### config.mk
export PLATFORM = sky130hd
export DESIGN_NAME = conv_init_seq
export DESIGN_NICKNAME = d
export VERILOG_FILES = /design/src/rtl/conv_init_pkg.sv /design/src/rtl/conv_init_rom.sv /design/src/rtl/conv_init_serdes.sv /design/src/rtl/conv_init_seq.sv
export SDC_FILE = /design/constraint.sdc
export NUM_CORES = 1
export LEC_CHECK = 0
export BUFFER_PORTS_ARGS = -buffer_cell sky130_fd_sc_hd__clkbuf_2
export CAP_MARGIN = 5
export CORE_UTILIZATION = 62
export DETAILED_ROUTE_END_ITERATION = 6
export GPL_TIMING_DRIVEN = 0
export HOLD_SLACK_MARGIN = 0.02
export PLACE_DENSITY = 0.89
export SYNTH_ARGS = -nofsm -noshare
export SYNTH_HDL_FRONTEND = slang
export SYNTH_HIERARCHICAL = 1
export SYNTH_SLANG_ARGS = --single-unit
### constraint.sdc
create_clock -name clk -period 2.4 [get_ports clk]
set_input_delay 0.12 -clock clk [delete_from_list [all_inputs] [get_ports clk]]
set_output_delay 0.12 -clock clk [all_outputs]
set_load 0.02 [all_outputs]
### src/rtl/conv_init_pkg.sv
package conv_init_pkg;
  localparam int ADDR_W    = 8;
  localparam int DATA_W    = 16;
  localparam int FRAME_W   = ADDR_W + DATA_W;
  localparam int NUM_WORDS = 5;
  localparam int IDX_W     = $clog2(NUM_WORDS);

  typedef enum logic [2:0] {
    ST_IDLE,
    ST_RST_LO,
    ST_RST_SETTLE,
    ST_SHIFT,
    ST_GAP
  } seq_state_t;
endpackage

### src/rtl/conv_init_rom.sv
module conv_init_rom
  import conv_init_pkg::*;
(
  input  logic [IDX_W-1:0]   idx_i,
  output logic [FRAME_W-1:0] word_o
);
  // Entry order is behaviour: the converter requires this sequence.
  always_comb begin
    case (idx_i)
      IDX_W'(0): word_o = {8'h03, 16'h0002};
      IDX_W'(1): word_o = {8'h01, 16'h0010};
      IDX_W'(2): word_o = {8'hC7, 16'h8001};
      IDX_W'(3): word_o = {8'hDE, 16'h01C0};
      IDX_W'(4): word_o = {8'hE2, 16'h00C0};
      default:   word_o = '0;
    endcase
  end
endmodule

### src/rtl/conv_init_serdes.sv
module conv_init_serdes #(
  parameter int CLK_DIV = 8,
  parameter int FRAME_W = 24
) (
  input  logic               clk,
  input  logic               rst,
  input  logic               load_i,
  input  logic [FRAME_W-1:0] word_i,
  output logic               fin_o,
  output logic               sel_n_o,
  output logic               sclk_o,
  output logic               sdata_o
);
  localparam int HALF = CLK_DIV / 2;
  localparam int PH_W = (CLK_DIV > 2) ? $clog2(CLK_DIV) : 1;
  localparam int BC_W = $clog2(FRAME_W);

  logic               active;
  logic [PH_W-1:0]    ph;
  logic [BC_W-1:0]    bcnt;
  logic [FRAME_W-1:0] sh;
  logic               ph_end, bit_last;

  assign ph_end   = (ph == PH_W'(CLK_DIV - 1));
  assign bit_last = (bcnt == BC_W'(FRAME_W - 1));
  assign fin_o    = active && ph_end && bit_last;

  always_ff @(posedge clk) begin
    if (rst) begin
      active  <= 1'b0;
      ph      <= '0;
      bcnt    <= '0;
      sh      <= '0;
      sel_n_o <= 1'b1;
      sclk_o  <= 1'b0;
      sdata_o <= 1'b0;
    end else if (load_i) begin
      active  <= 1'b1;
      ph      <= '0;
      bcnt    <= '0;
      sh      <= word_i;
      sel_n_o <= 1'b0;
      sclk_o  <= 1'b0;
      sdata_o <= word_i[FRAME_W-1];
    end else if (active) begin
      if (ph_end) begin
        ph     <= '0;
        sclk_o <= 1'b0;
        if (bit_last) begin
          active  <= 1'b0;
          sel_n_o <= 1'b1;
          sdata_o <= 1'b0;
        end else begin
          bcnt    <= bcnt + 1'b1;
          sh      <= sh << 1;
          sdata_o <= sh[FRAME_W-2];
        end
      end else begin
        ph     <= ph + 1'b1;
        sclk_o <= (ph >= PH_W'(HALF - 1));
      end
    end
  end

  assert_sclk_idle_R5: assert property (@(posedge clk) disable iff (rst)
    sel_n_o |-> !sclk_o);

  assert_data_hold_R4: assert property (@(posedge clk) disable iff (rst)
    (sclk_o && $past(sclk_o)) |-> $stable(sdata_o));

  assert_data_on_fall_R5: assert property (@(posedge clk) disable iff (rst)
    (!sel_n_o && $past(!sel_n_o) && !$stable(sdata_o)) |-> $fell(sclk_o));
endmodule

### src/rtl/conv_init_seq.sv
module conv_init_seq
  import conv_init_pkg::*;
#(
  parameter int CLK_DIV        = 8,
  parameter int RST_LOW_CYC    = 16,
  parameter int RST_SETTLE_CYC = 16,
  parameter int GAP_SCLK       = 2
) (
  input  logic clk,
  input  logic rst,
  input  logic start_i,
  input  logic ac_coupled_i,
  output logic conv_rst_n_o,
  output logic sel_n_o,
  output logic sclk_o,
  output logic sdata_o,
  output logic done_o
);
  localparam int GAP_CYC = GAP_SCLK * CLK_DIV;
  localparam int TOP_A   = (RST_LOW_CYC > RST_SETTLE_CYC) ? RST_LOW_CYC : RST_SETTLE_CYC;
  localparam int CNT_TOP = (TOP_A > GAP_CYC) ? TOP_A : GAP_CYC;
  localparam int CNT_W   = $clog2(CNT_TOP + 1);

  seq_state_t         state;
  logic [CNT_W-1:0]   cnt;
  logic [IDX_W-1:0]   idx;
  logic               ac_q;
  logic               load;
  logic               fin;
  logic [IDX_W-1:0]   last_idx;
  logic [FRAME_W-1:0] word;

  assign last_idx = ac_q ? IDX_W'(NUM_WORDS - 1) : IDX_W'(NUM_WORDS - 2);
  assign load = (state == ST_RST_SETTLE && cnt == CNT_W'(RST_SETTLE_CYC - 1)) ||
                (state == ST_GAP        && cnt == CNT_W'(GAP_CYC - 1));

  conv_init_rom u_rom (
    .idx_i  (idx),
    .word_o (word)
  );

  conv_init_serdes #(
    .CLK_DIV (CLK_DIV),
    .FRAME_W (FRAME_W)
  ) u_serdes (
    .clk     (clk),
    .rst     (rst),
    .load_i  (load),
    .word_i  (word),
    .fin_o   (fin),
    .sel_n_o (sel_n_o),
    .sclk_o  (sclk_o),
    .sdata_o (sdata_o)
  );

  always_ff @(posedge clk) begin
    if (rst) begin
      state        <= ST_IDLE;
      cnt          <= '0;
      idx          <= '0;
      ac_q         <= 1'b0;
      done_o       <= 1'b0;
      conv_rst_n_o <= 1'b1;
    end else begin
      case (state)
        ST_IDLE: if (start_i) begin
          state        <= ST_RST_LO;
          cnt          <= '0;
          idx          <= '0;
          ac_q         <= ac_coupled_i;
          done_o       <= 1'b0;
          conv_rst_n_o <= 1'b0;
        end
        ST_RST_LO: if (cnt == CNT_W'(RST_LOW_CYC - 1)) begin
          conv_rst_n_o <= 1'b1;
          cnt          <= '0;
          state        <= ST_RST_SETTLE;
        end else cnt <= cnt + 1'b1;
        ST_RST_SETTLE: if (load) begin
          cnt   <= '0;
          state <= ST_SHIFT;
        end else cnt <= cnt + 1'b1;
        ST_SHIFT: if (fin) begin
          cnt <= '0;
          if (idx == last_idx) begin
            done_o <= 1'b1;
            state  <= ST_IDLE;
          end else begin
            idx   <= idx + 1'b1;
            state <= ST_GAP;
          end
        end
        ST_GAP: if (load) begin
          cnt   <= '0;
          state <= ST_SHIFT;
        end else cnt <= cnt + 1'b1;
        default: state <= ST_IDLE;
      endcase
    end
  end

  assert_sel_after_reset_R3: assert property (@(posedge clk) disable iff (rst)
    !conv_rst_n_o |-> sel_n_o);

  assert_done_quiet_R10: assert property (@(posedge clk) disable iff (rst)
    done_o |-> (sel_n_o && conv_rst_n_o));

  assert_done_low_busy_R10: assert property (@(posedge clk) disable iff (rst)
    (state != ST_IDLE) |-> !done_o);

  assert_busy_start_R11: assert property (@(posedge clk) disable iff (rst)
    (start_i && state != ST_IDLE && state != ST_RST_LO) |=> (state != ST_RST_LO));

  assert_idx_bound_R9: assert property (@(posedge clk) disable iff (rst)
    idx <= last_idx);
endmodule

==> metrics.md, run 1 <==
| Metric | Value |
|---|---|
| First-pass GRT wire length | 9.47 mm |
| Outcome | finished clean |
| FMAX | 463 MHz |
| Synth Register Bits | 49 |
| Largest net degree at the start of global routing | 16 |
| Core box area | 4120 um2 |
| Pre-CTS setup slack | -0.155 ns |
| Iteration count of the initial detailed-routing pass | 4 |
| Final WL | 5.85 mm |
| Setup slack after layout | 0.242 ns |
| Placed cell area | 2860 um2 |
| Leak | 0.00116 uW |
| Async SR Flop Fraction | 0% |
| RSZ-0062 raised after global routing | no |
| Largest cells by area after synthesis | dfxtp_1 (36%), a221oi_1 (7.4%), o21ai_0 (5.3%) |
| Register area share after synthesis | 35.9% |
| NumNets Final | 360 |
| Startpoint Class | flip-flop |
| Clock-pin slew on the worst setup and hold paths | 0.09 ns |
| Routed len/inst | 14.6 um |
| Die height | 68.4 um |
| Buffer depth of the longest clock path | 2 |
| PwrDens | 528 nW/um2 |
| Leading area contributor after synthesis | dfxtp_1 |
| Row Count | 23 |
| Slowest stage cell, crit path | dfxtp_1 |
| GRT Total Usage | 26.9% |
| Share of cells above drive strength 1 | 18.9% |
| Final core occ | 73.7% |
| P&R area growth vs syn | 11.1% |
| Worst vdd ir | 0.422 mV |
| Worst-path cell chain | ha_1, nand3_1, inv_1, ha_2, nand2b_1, nor2_2, buf_2, clkbuf_2, a221oi_1 |
| Cells after Synth | 324 |
| Die area | 4670 um2 |
| Hold crit path type | input port to flip-flop |
| Most frequent cell after synthesis | dfxtp_1 |
| ANT nets after route | 0 |
| Worst Skew | 0.00714 ns |
| Share of the synthesized area in the top cell type | 35.9% |
| Crit Path Class | flip-flop to flip-flop |
| Post-DP HPWL | 4.03 mm |
| Grt ovf | 0 |
| Via count | 2450 |
| Worst Path Required | 2.57 ns |
| Gpl congestion | 0.877 |
| CTS Root Buffer Type | clkbuf_8 |
| Crit path max-delay family | buffers and inverters |
| Final setup violation count | 0 |
| Ys flop type | dfxtp_1 |
| Crit. End Element | flip-flop |
| DRC | 0 |
| Clock Sinks | 49 |
| Slowest cell delay on critical path | 0.38 ns |
| Fin crit share | 89.9% |
| Hold WS | 0.0504 ns |
| Final Hold Viols | 0 |
| Post-synth EDFFs | 0 |
| I/O Buffers | 8 |
| Yosys warns | 6 |
| Maxcap violations | 0 |
| Worst-skew pair later-pin latency | 0.31 ns |
| # IOs | 9 |
| Antenna Cells | 0 |
| Iter 0 DRT Violations | 212 |
| CTS buffer count | 5 |
| Post-route minimum period | 2.16 ns |
| Vias in the first global route | 2155 |
| Vias per Instance | 6.13 |
| Final Cell Area | 3030 um2 |
| CTS tree | yes |
| Most frequent cells after synthesis | dfxtp_1 (49), inv_1 (32), o21ai_0 (29) |
| Syn_area_per_cell | 8.43 um2 |
| Initial antenna violation count | 0 |
| Worst Path Arrival | 2.33 ns |
| Peak fanout along the critical path | 10 |
| Initial Util | 66.3% |
| Pins Over Slew Limit | 0 |
| Buf/Inv on CP | 3 |
| Synth Cell Area | 2730 um2 |
| Post-synthesis cell type count | 48 |
| H-tree Lvls | 2 |
| Die X | 68.4 um |
| Final Power | 1600 uW |
==> per-layer routing <==
metal / vias to the layer above / share of wire (%) / GRT usage (%) / routed length, um
li1: 1205 / - / - / -
met1: 1181 / 44 / 33.8 / 2590
met2: 55 / 51 / 45.6 / 2970
met3: 9 / 3.5 / 4.17 / 206
met4: 0 / 1.5 / 10.4 / 86
met5: - / 0 / 0 / 0
==> cells in the final DEF (no fill, tap or decap), drive strengths merged, types with 3 or more instances in the layout <==
| master | instances |
|---|---|
| a211o | 3 |
| a21oi | 21 |
| a221oi | 23 |
| a31oi | 23 |
| buf | 29 |
| clkbuf | 26 |
| conb | 9 |
| dfxtp | 49 |
| ha | 7 |
| inv | 32 |
| mux2i | 6 |
| nand2 | 7 |
| nand2b | 10 |
| nand3 | 13 |
| nor2 | 17 |
| nor3 | 4 |
| o21ai | 33 |
| o21bai | 3 |
| or2 | 3 |
| or3 | 3 |
==> power breakdown <==
group | internal (uW) | switching (uW) | leakage (uW)
clock network | 414 | 280 | 0.0000681
registers | 818 | 4.43 | 0.000395
logic | 35.7 | 48.2 | 0.000701
total | 1270 | 333 | 0.00116
==> cell families (layout without fill, tap and decap cells) <==
group                    count (synthesis)  in the layout  share of synthesized area, %
AO/OA/AOI/OAI                          114            114                          26.9
XOR/XNOR                                 4              4                          1.28
adder cells (fa/ha/maj)                  7              7                          3.21
buffers and inverters                   72             90                          13.1
flip-flops                              49             49                          35.9
multiplexers                             6              6                          2.20
other                                    1              9                         0.137
AND/OR/NAND/NOR                         71             71                          17.3
==> area by class of cell <==
cell class	count	area, um2
well taps	50	62.6
fillers	316	1080
flip-flops and latches	49	981
multi-input cells	211	1440
repair buffers	10	55.1
clock buffers	5	68.8
inverters	32	120
clock inverters	3	65.1
plain buffers	40	245
==> flip-flops by register name, summed over array words and instances, names as in the netlist <==
register,flops
u_serdes/sh,23
cnt,5
u_serdes/bcnt,5
idx,3
state,3
u_serdes/ph,3
ac_q,1
conv_rst_n_o,1
done_o,1
u_serdes/active,1
u_serdes/sclk_o,1
u_serdes/sdata_o,1
u_serdes/sel_n_o,1
==> metrics by stage <==
| step | instances | TNS [ns] |
|---|---|---|
| floorplan | 332 | 0 |
| global placement | 390 | -0.841 |
| detailed placement | 390 | -1.40 |
| CTS | 398 | 0 |
| global route | 400 | 0 |
| finish | 400 | 0 |
==> final timing paths <==
check	slack (ns)	endpoint	cells after the start	from
hold / removal	0.05	ac_q$_SDFFE_PP0P_	3	ac_coupled_i
setup reg to reg	0.24	u_serdes/sh[17]$_SDFFE_PP0P_	9	cnt[0]$_SDFFE_PP0P_
hold reg to reg	0.48	u_serdes/sclk_o$_SDFFE_PP0P_	2	u_serdes/sclk_o$_SDFFE_PP0P_
setup / recovery	0.24	u_serdes/sh[17]$_SDFFE_PP0P_	9	cnt[0]$_SDFFE_PP0P_
==> worst register-to-register path, stage by stage, from the launching register on <==
cell and delay [ns]:
dfxtp_1 0.38, ha_1 0.20, nand3_1 0.14, inv_1 0.09, ha_2 0.24, nand2b_1 0.12, nor2_2 0.23, buf_2 0.25
clkbuf_2 0.26, a221oi_1 0.12
==> repair_timing <==
action	CTS	global route
buffers inserted	0	2
endpoints found under the setup margin	13	41
resized for setup	4	13
hold buffers	0	0
pin swaps	0	1
gates cloned	0	0
Power figures use the tool's default switching activity.
==> run 2: changes to the inputs <==
--- a/config.mk
+++ b/config.mk
@@ -8,10 +8,12 @@
 export BUFFER_PORTS_ARGS = -buffer_cell sky130_fd_sc_hd__clkbuf_2
 export CAP_MARGIN = 5
 export CORE_UTILIZATION = 62
+export CTS_BUF_LIST = sky130_fd_sc_hd__clkbuf_16
 export DETAILED_ROUTE_END_ITERATION = 6
 export GPL_TIMING_DRIVEN = 0
 export HOLD_SLACK_MARGIN = 0.02
 export PLACE_DENSITY = 0.89
+export SLEW_MARGIN = 40
 export SYNTH_ARGS = -nofsm -noshare
 export SYNTH_HDL_FRONTEND = slang
 export SYNTH_HIERARCHICAL = 1
==> metrics.md, run 2 (synthesis results as in run 1) <==
| Metric | Value |
|---|---|
| PwrDens | 583 nW/um2 (+11%) |
| CTS tree | yes |
| Maxcap violations | 0 (unchanged) |
| DRC | 0 (unchanged) |
| Initial Util | 66.3% (unchanged) |
| ANT nets after route | 0 (unchanged) |
| Core box area | 4120 um2 (unchanged) |
| I/O Buffers | 8 (unchanged) |
| Iter 0 DRT Violations | 175 (-17%) |
| Vias in the first global route | 2180 (+1.2%) |
| CTS buffer count | 5 (unchanged) |
| Clock-pin slew on the worst setup and hold paths | 0.07 ns (-0.02 ns) |
| Final std cells w/o fill | 400 (unchanged) |
| # IOs | 9 (unchanged) |
| FMAX | 460 MHz (-0.81%) |
| Most frequent cells in the layout | dfxtp_1 (49), inv_1 (32), o21ai_0 (29), a31oi_1 (23), a221oi_1 (23) |
| GRT Total Usage | 27.4% (+0.56 points) |
| Startpoint Class | flip-flop |
| Die X | 68.4 um (unchanged) |
| Most common cell after layout, fill and taps aside | dfxtp_1 |
| First-pass GRT wire length | 9.63 mm (+1.7%) |
| Peak fanout along the critical path | 10 (unchanged) |
| Max FFs per register | 23 (unchanged) |
| Largest regs | u_serdes/sh x23, cnt x5, u_serdes/bcnt x5 |
| Worst Path Required | 2.55 ns (-0.02 ns) |
| Iteration count of the initial detailed-routing pass | 4 (unchanged) |
| Pins Over Slew Limit | 0 (unchanged) |
| Die height | 68.4 um (unchanged) |
| Final WL | 6.07 mm (+3.7%) |
| Slowest stage cell, crit path | dfxtp_1 |
| Worst Skew | 0.00654 ns (-0.000600 ns) |
| Initial antenna violation count | 0 (unchanged) |
| Worst Path Arrival | 2.32 ns (about the same) |
| Vias per Instance | 6.13 (about the same) |
| Leak | 0.00119 uW (+2.0%) |
| Post-route minimum period | 2.18 ns (+0.0175 ns) |
| Final Cell Area | 3090 um2 (+1.8%) |
| Die area | 4670 um2 (unchanged) |
| Crit Path Class | flip-flop to flip-flop |
| Setup slack after layout | 0.225 ns (-0.0175 ns) |
| Setup slack, reg-to-reg | 0.22 ns (-0.02 ns) |
| RSZ-0062 raised after global routing | no |
| Post-DP HPWL | 4.03 mm (unchanged) |
| Slowest cell delay on critical path | 0.37 ns (about the same) |
| H-tree Lvls | 2 (unchanged) |
| Worst-skew pair later-pin latency | 0.29 ns (-0.02 ns) |
| CTS Root Buffer Type | clkbuf_16 |
| Grt ovf | 0 (unchanged) |
| Share of cells above drive strength 1 | 18.6% (-0.29 points) |
| Placed cells | 390 (unchanged) |
| Final setup violation count | 0 (unchanged) |
| Fin crit share | 90.6% (+0.73 points) |
| NumNets Final | 360 (unchanged) |
| Routed len/inst | 15.2 um (+3.7%) |
| Antenna Cells | 0 (unchanged) |
| P&R area growth vs syn | 13.1% |
| Crit. End Element | flip-flop |
| Placed cell area | 2860 um2 (unchanged) |
| Hold crit path type | input port to flip-flop |
| Buffer depth of the longest clock path | 2 (unchanged) |
| Largest net degree at the start of global routing | 16 (unchanged) |
| Top reg by flops | u_serdes/sh |
| Final Hold Viols | 0 (unchanged) |
| Worst vdd ir | 0.351 mV (-17%) |
| Outcome | finished clean |
| Via count | 2451 (+0.041%) |
| Pre-CTS setup slack | -0.155 ns (unchanged) |
| Cts hold-fix bufs | 0 (unchanged) |
| Clock Sinks | 49 (unchanged) |
| Row Count | 23 (unchanged) |
| Gpl congestion | 0.877 (unchanged) |
| Worst-path cell chain | ha_1, nand3_1, inv_1, ha_2, nand2b_1, nor2_2, buf_2, clkbuf_2, a221oi_1 |
run 2: cell types whose count changed in the layout (fill, tap and decap cells not counted), sizes merged:
cell    change
clkbuf      -1
buf         +1
run 2: where the power goes:
| group | internal (uW) | switching, uW | leakage (uW) |
|---|---|---|---|
| clock | 595 | 298 | 0.0000938 |
| combinational | 35.7 | 49.2 | 0.000698 |
| sequential | 819 | 4.05 | 0.000395 |
run 2: repair_timing:
| action | in CTS | in global routing |
|---|---|---|
| pin swaps | 0 | 1 |
| gates resized for setup | 3 | 14 |
| endpoints found under the setup margin | 13 | 43 |
| buffers inserted | 0 | 2 |
run 2: path summary, 6_finish.rpt:
check | from | endpoint | depth (start not counted)
min reg2reg | u_serdes/sclk_o$_SDFFE_PP0P_ | u_serdes/sclk_o$_SDFFE_PP0P_ | 2
max reg2reg | cnt[0]$_SDFFE_PP0P_ | u_serdes/sh[8]$_SDFFE_PP0P_ | 9
min | ac_coupled_i | ac_q$_SDFFE_PP0P_ | 3
max | cnt[0]$_SDFFE_PP0P_ | u_serdes/sh[8]$_SDFFE_PP0P_ | 9
run 2: layer usage:
metal	up-vias	global-route usage [%]	routed length, um
met5	-	0	0
met2	68	47.4	3010
met1	1170	33.7	2690
met4	0	8.59	112
li1	1200	-	-
met3	13	5.67	252
run 2: metrics by stage:
stage          utilization, %  total power (uW)  TNS, ns  hold slack, ns
5_1_grt                  75.0              1850        0          0.0942
2_1_floorplan               -               905        0           0.190
4_1_cts                  74.3              1810        0          0.0770
6_report                 75.0              1800        0          0.0728
3_5_place_dp             69.6               923    -1.40           0.372
3_3_place_gp             69.6               921   -0.841           0.356
run 2: cell type report:
class	count	area, um2
buffer	40	244
clock buffer	5	125
clock inverter	3	65.1
fill	297	1030
inverter	32	120
multi-input combinational	211	1440
sequential	49	981
tap	50	62.6
timing repair buffer	10	55.1
run 2: critical path: cells and delay by family (launching register included):
family,cells,cell delay (ns)
AND/OR/NAND/NOR,3,0.49
adder cells (fa/ha/maj),2,0.44
AO/OA/AOI/OAI,1,0.14
buffers and inverters,3,0.60
flip-flops,1,0.37
==> run 3: changes to the inputs <==
--- a/config.mk
+++ b/config.mk
@@ -7,12 +7,13 @@
 export LEC_CHECK = 0
 export BUFFER_PORTS_ARGS = -buffer_cell sky130_fd_sc_hd__clkbuf_2
 export CAP_MARGIN = 5
-export CORE_UTILIZATION = 62
+export CORE_UTILIZATION = 30
 export CTS_BUF_LIST = sky130_fd_sc_hd__clkbuf_16
+export CTS_CLUSTER_SIZE = 14
 export DETAILED_ROUTE_END_ITERATION = 6
 export GPL_TIMING_DRIVEN = 0
 export HOLD_SLACK_MARGIN = 0.02
-export PLACE_DENSITY = 0.89
+export PLACE_DENSITY = 0.53
 export SLEW_MARGIN = 40
 export SYNTH_ARGS = -nofsm -noshare
 export SYNTH_HDL_FRONTEND = slang
==> metrics.md, run 3 (synthesis results as in run 1) <==
| Metric | Value |
|---|---|
| Clock Sinks | 49 (unchanged) |
| CP startpoint | cnt[0]$_SDFFE_PP0P_ |
| Placed cells | 448 (+15%) |
| Fin crit share | 90.1% (-0.57 points) |
| Antenna Cells | 0 (unchanged) |
| Iteration count of the initial detailed-routing pass | 4 (unchanged) |
| Worst Path Required | 2.54 ns (about the same) |
| Final setup violation count | 0 (unchanged) |
| Top reg by flops | u_serdes/sh |
| Worst Path Arrival | 2.30 ns (-0.02 ns) |
| RSZ-0062 raised after global routing | no |
| Cts hold-fix bufs | 0 (unchanged) |
| FMAX | 463 MHz (+0.64%) |
| ANT nets after route | 0 (unchanged) |
| Outcome | finished clean |
| # IOs | 9 (unchanged) |
| Post-route minimum period | 2.16 ns (-0.0138 ns) |
| Reg2Reg Depth | 9 (unchanged) |
| Final TNS setup | 0 ns (unchanged) |
| Via count | 2315 (-5.5%) |
| Hold crit path type | input port to flip-flop |
| RR Startpoint | cnt[0]$_SDFFE_PP0P_ |
| PwrDens | 512 nW/um2 (-12%) |
| Setup slack, reg-to-reg | 0.24 ns (about the same) |
| Worst Skew | 0.00472 ns (-0.00182 ns) |
| Initial Util | 31.2% (-35 points) |
| Grt ovf | 0 (unchanged) |
| Core box area | 8760 um2 (+110%) |
| Crit. End Element | flip-flop |
| Pins Over Slew Limit | 0 (unchanged) |
| Routed len/inst | 13.1 um (-14%) |
| Most common cell after layout, fill and taps aside | dfxtp_1 |
| NumNets Final | 359 (-0.28%) |
| CTS Root Buffer Type | clkbuf_16 |
| Buffer depth of the longest clock path | 2 (unchanged) |
| I/O Buffers | 8 (unchanged) |
| Initial antenna violation count | 0 (unchanged) |
| Worst vdd ir | 0.235 mV (-33%) |
| Startpoint Class | flip-flop |
| Worst reg2reg endpoint | u_serdes/sh[13]$_SDFFE_PP0P_ |
| Share of cells above drive strength 1 | 18.1% (-0.52 points) |
| Most frequent cells in the layout | dfxtp_1 (49), inv_1 (33), o21ai_0 (29), a31oi_1 (23), a221oi_1 (23) |
| Row Count | 34 (+48%) |
| Final Hold Viols | 0 (unchanged) |
| Leak | 0.00116 uW (-2.2%) |
| Die area | 9490 um2 (+100%) |
| Vias in the first global route | 2189 (+0.41%) |
| Die X | 97.4 um (+42%) |
| Maxcap violations | 0 (unchanged) |
| Crit Path Class | flip-flop to flip-flop |
| Vias per Instance | 5.07 (-17%) |
| Peak fanout along the critical path | 10 (unchanged) |
| First-pass GRT wire length | 10.4 mm (+8.0%) |
| Final std cells w/o fill | 457 (+14%) |
| Post-DP HPWL | 4.08 mm (+1.2%) |
| Die height | 97.4 um (+42%) |
| H-tree Lvls | 2 (unchanged) |
| Clock-pin slew on the worst setup and hold paths | 0.07 ns (about the same) |
| GRT Total Usage | 13.2% (-14 points) |
| P&R area growth vs syn | 13.5% |
| Largest regs | u_serdes/sh x23, cnt x5, u_serdes/bcnt x5 |
| Iter 0 DRT Violations | 163 (-6.9%) |
| CTS buffer count | 5 (unchanged) |
| Worst setup endpoint | u_serdes/sh[13]$_SDFFE_PP0P_ |
| Final Power | 1590 uW (-12%) |
| CTS tree | yes |
| Final WL | 5.98 mm (-1.5%) |
| Worst-skew pair later-pin latency | 0.28 ns (about the same) |
| DRC | 0 (unchanged) |
| Largest net degree at the start of global routing | 15 (-1) |
| Max FFs per register | 23 (unchanged) |
| Gpl congestion | 0.738 (-16%) |
==> run 3: worst min-delay path by stage <==
| stage | start | endpoint | slack [ns] | cells after the start |
|---|---|---|---|---|
| 2_1_floorplan | rst | idx[2]$_SDFFE_PP0P_ | 0.19 | 1 |
| 3_3_place_gp | ac_coupled_i | ac_q$_SDFFE_PP0P_ | 0.36 | 3 |
| 3_5_place_dp | ac_coupled_i | ac_q$_SDFFE_PP0P_ | 0.37 | 3 |
| 4_1_cts | ac_coupled_i | ac_q$_SDFFE_PP0P_ | 0.07 | 3 |
| 5_1_grt | ac_coupled_i | ac_q$_SDFFE_PP0P_ | 0.14 | 3 |
| 6_report | ac_coupled_i | ac_q$_SDFFE_PP0P_ | 0.08 | 3 |
==> run 3: stage by stage <==
step	setup WS, ns	util, %	cell area, um2	hold WS, ns
after global placement	-0.176	33.5	2940	0.357
after floorplan	0.368	-	2760	0.190
after CTS	0.0168	35.2	3080	0.0719
final	0.239	35.4	3100	0.0767
after detailed placement	-0.211	33.5	2940	0.371
after global routing	0.0176	35.4	3100	0.136
==> run 3: area by class of cell <==
class                           count  area, um2
Tap cell                          108        135
Clock inverter                      3       13.8
Timing Repair Buffer                9       47.5
Sequential cell                    49        981
Fill cell                         928       5670
Buffer                             40        243
Multi-Input combinational cell    211       1430
Inverter                           32        120
Clock buffer                        5        125
==> run 3: metal layers <==
metal  part of all wire (%)  GRT usage, %  wire length (um)  up-vias
met5                      0             0                 0        -
met4                   0.77          3.96                46        0
met3                    1.8          3.53               109        2
met2                     46          20.8              2750       15
met1                     51          17.7              3080     1100
li1                       -             -                 -     1198
==> run 3: repair_timing <==
action	4_1_cts	5_1_grt
buffers inserted	0	1
gates resized for setup	4	8
pin swaps	0	1
setup endpoints to repair	13	42
==> run 3: worst max-delay path: stages (launching register included) <==
cell,delay (ns)
dfxtp_1,0.36
ha_1,0.20
nand3_1,0.11
inv_1,0.07
ha_2,0.26
nand2b_1,0.12
nor2_2,0.22
clkbuf_2,0.26
clkbuf_2,0.27
a221oi_1,0.13
==> run 3: power by group <==
group	total, uW	leakage (uW)	internal, uW	switching, uW
sequential	823	0.000395	819	4.05
combinational	83.2	0.000690	35.8	47.4
clock	679	0.0000748	379	300
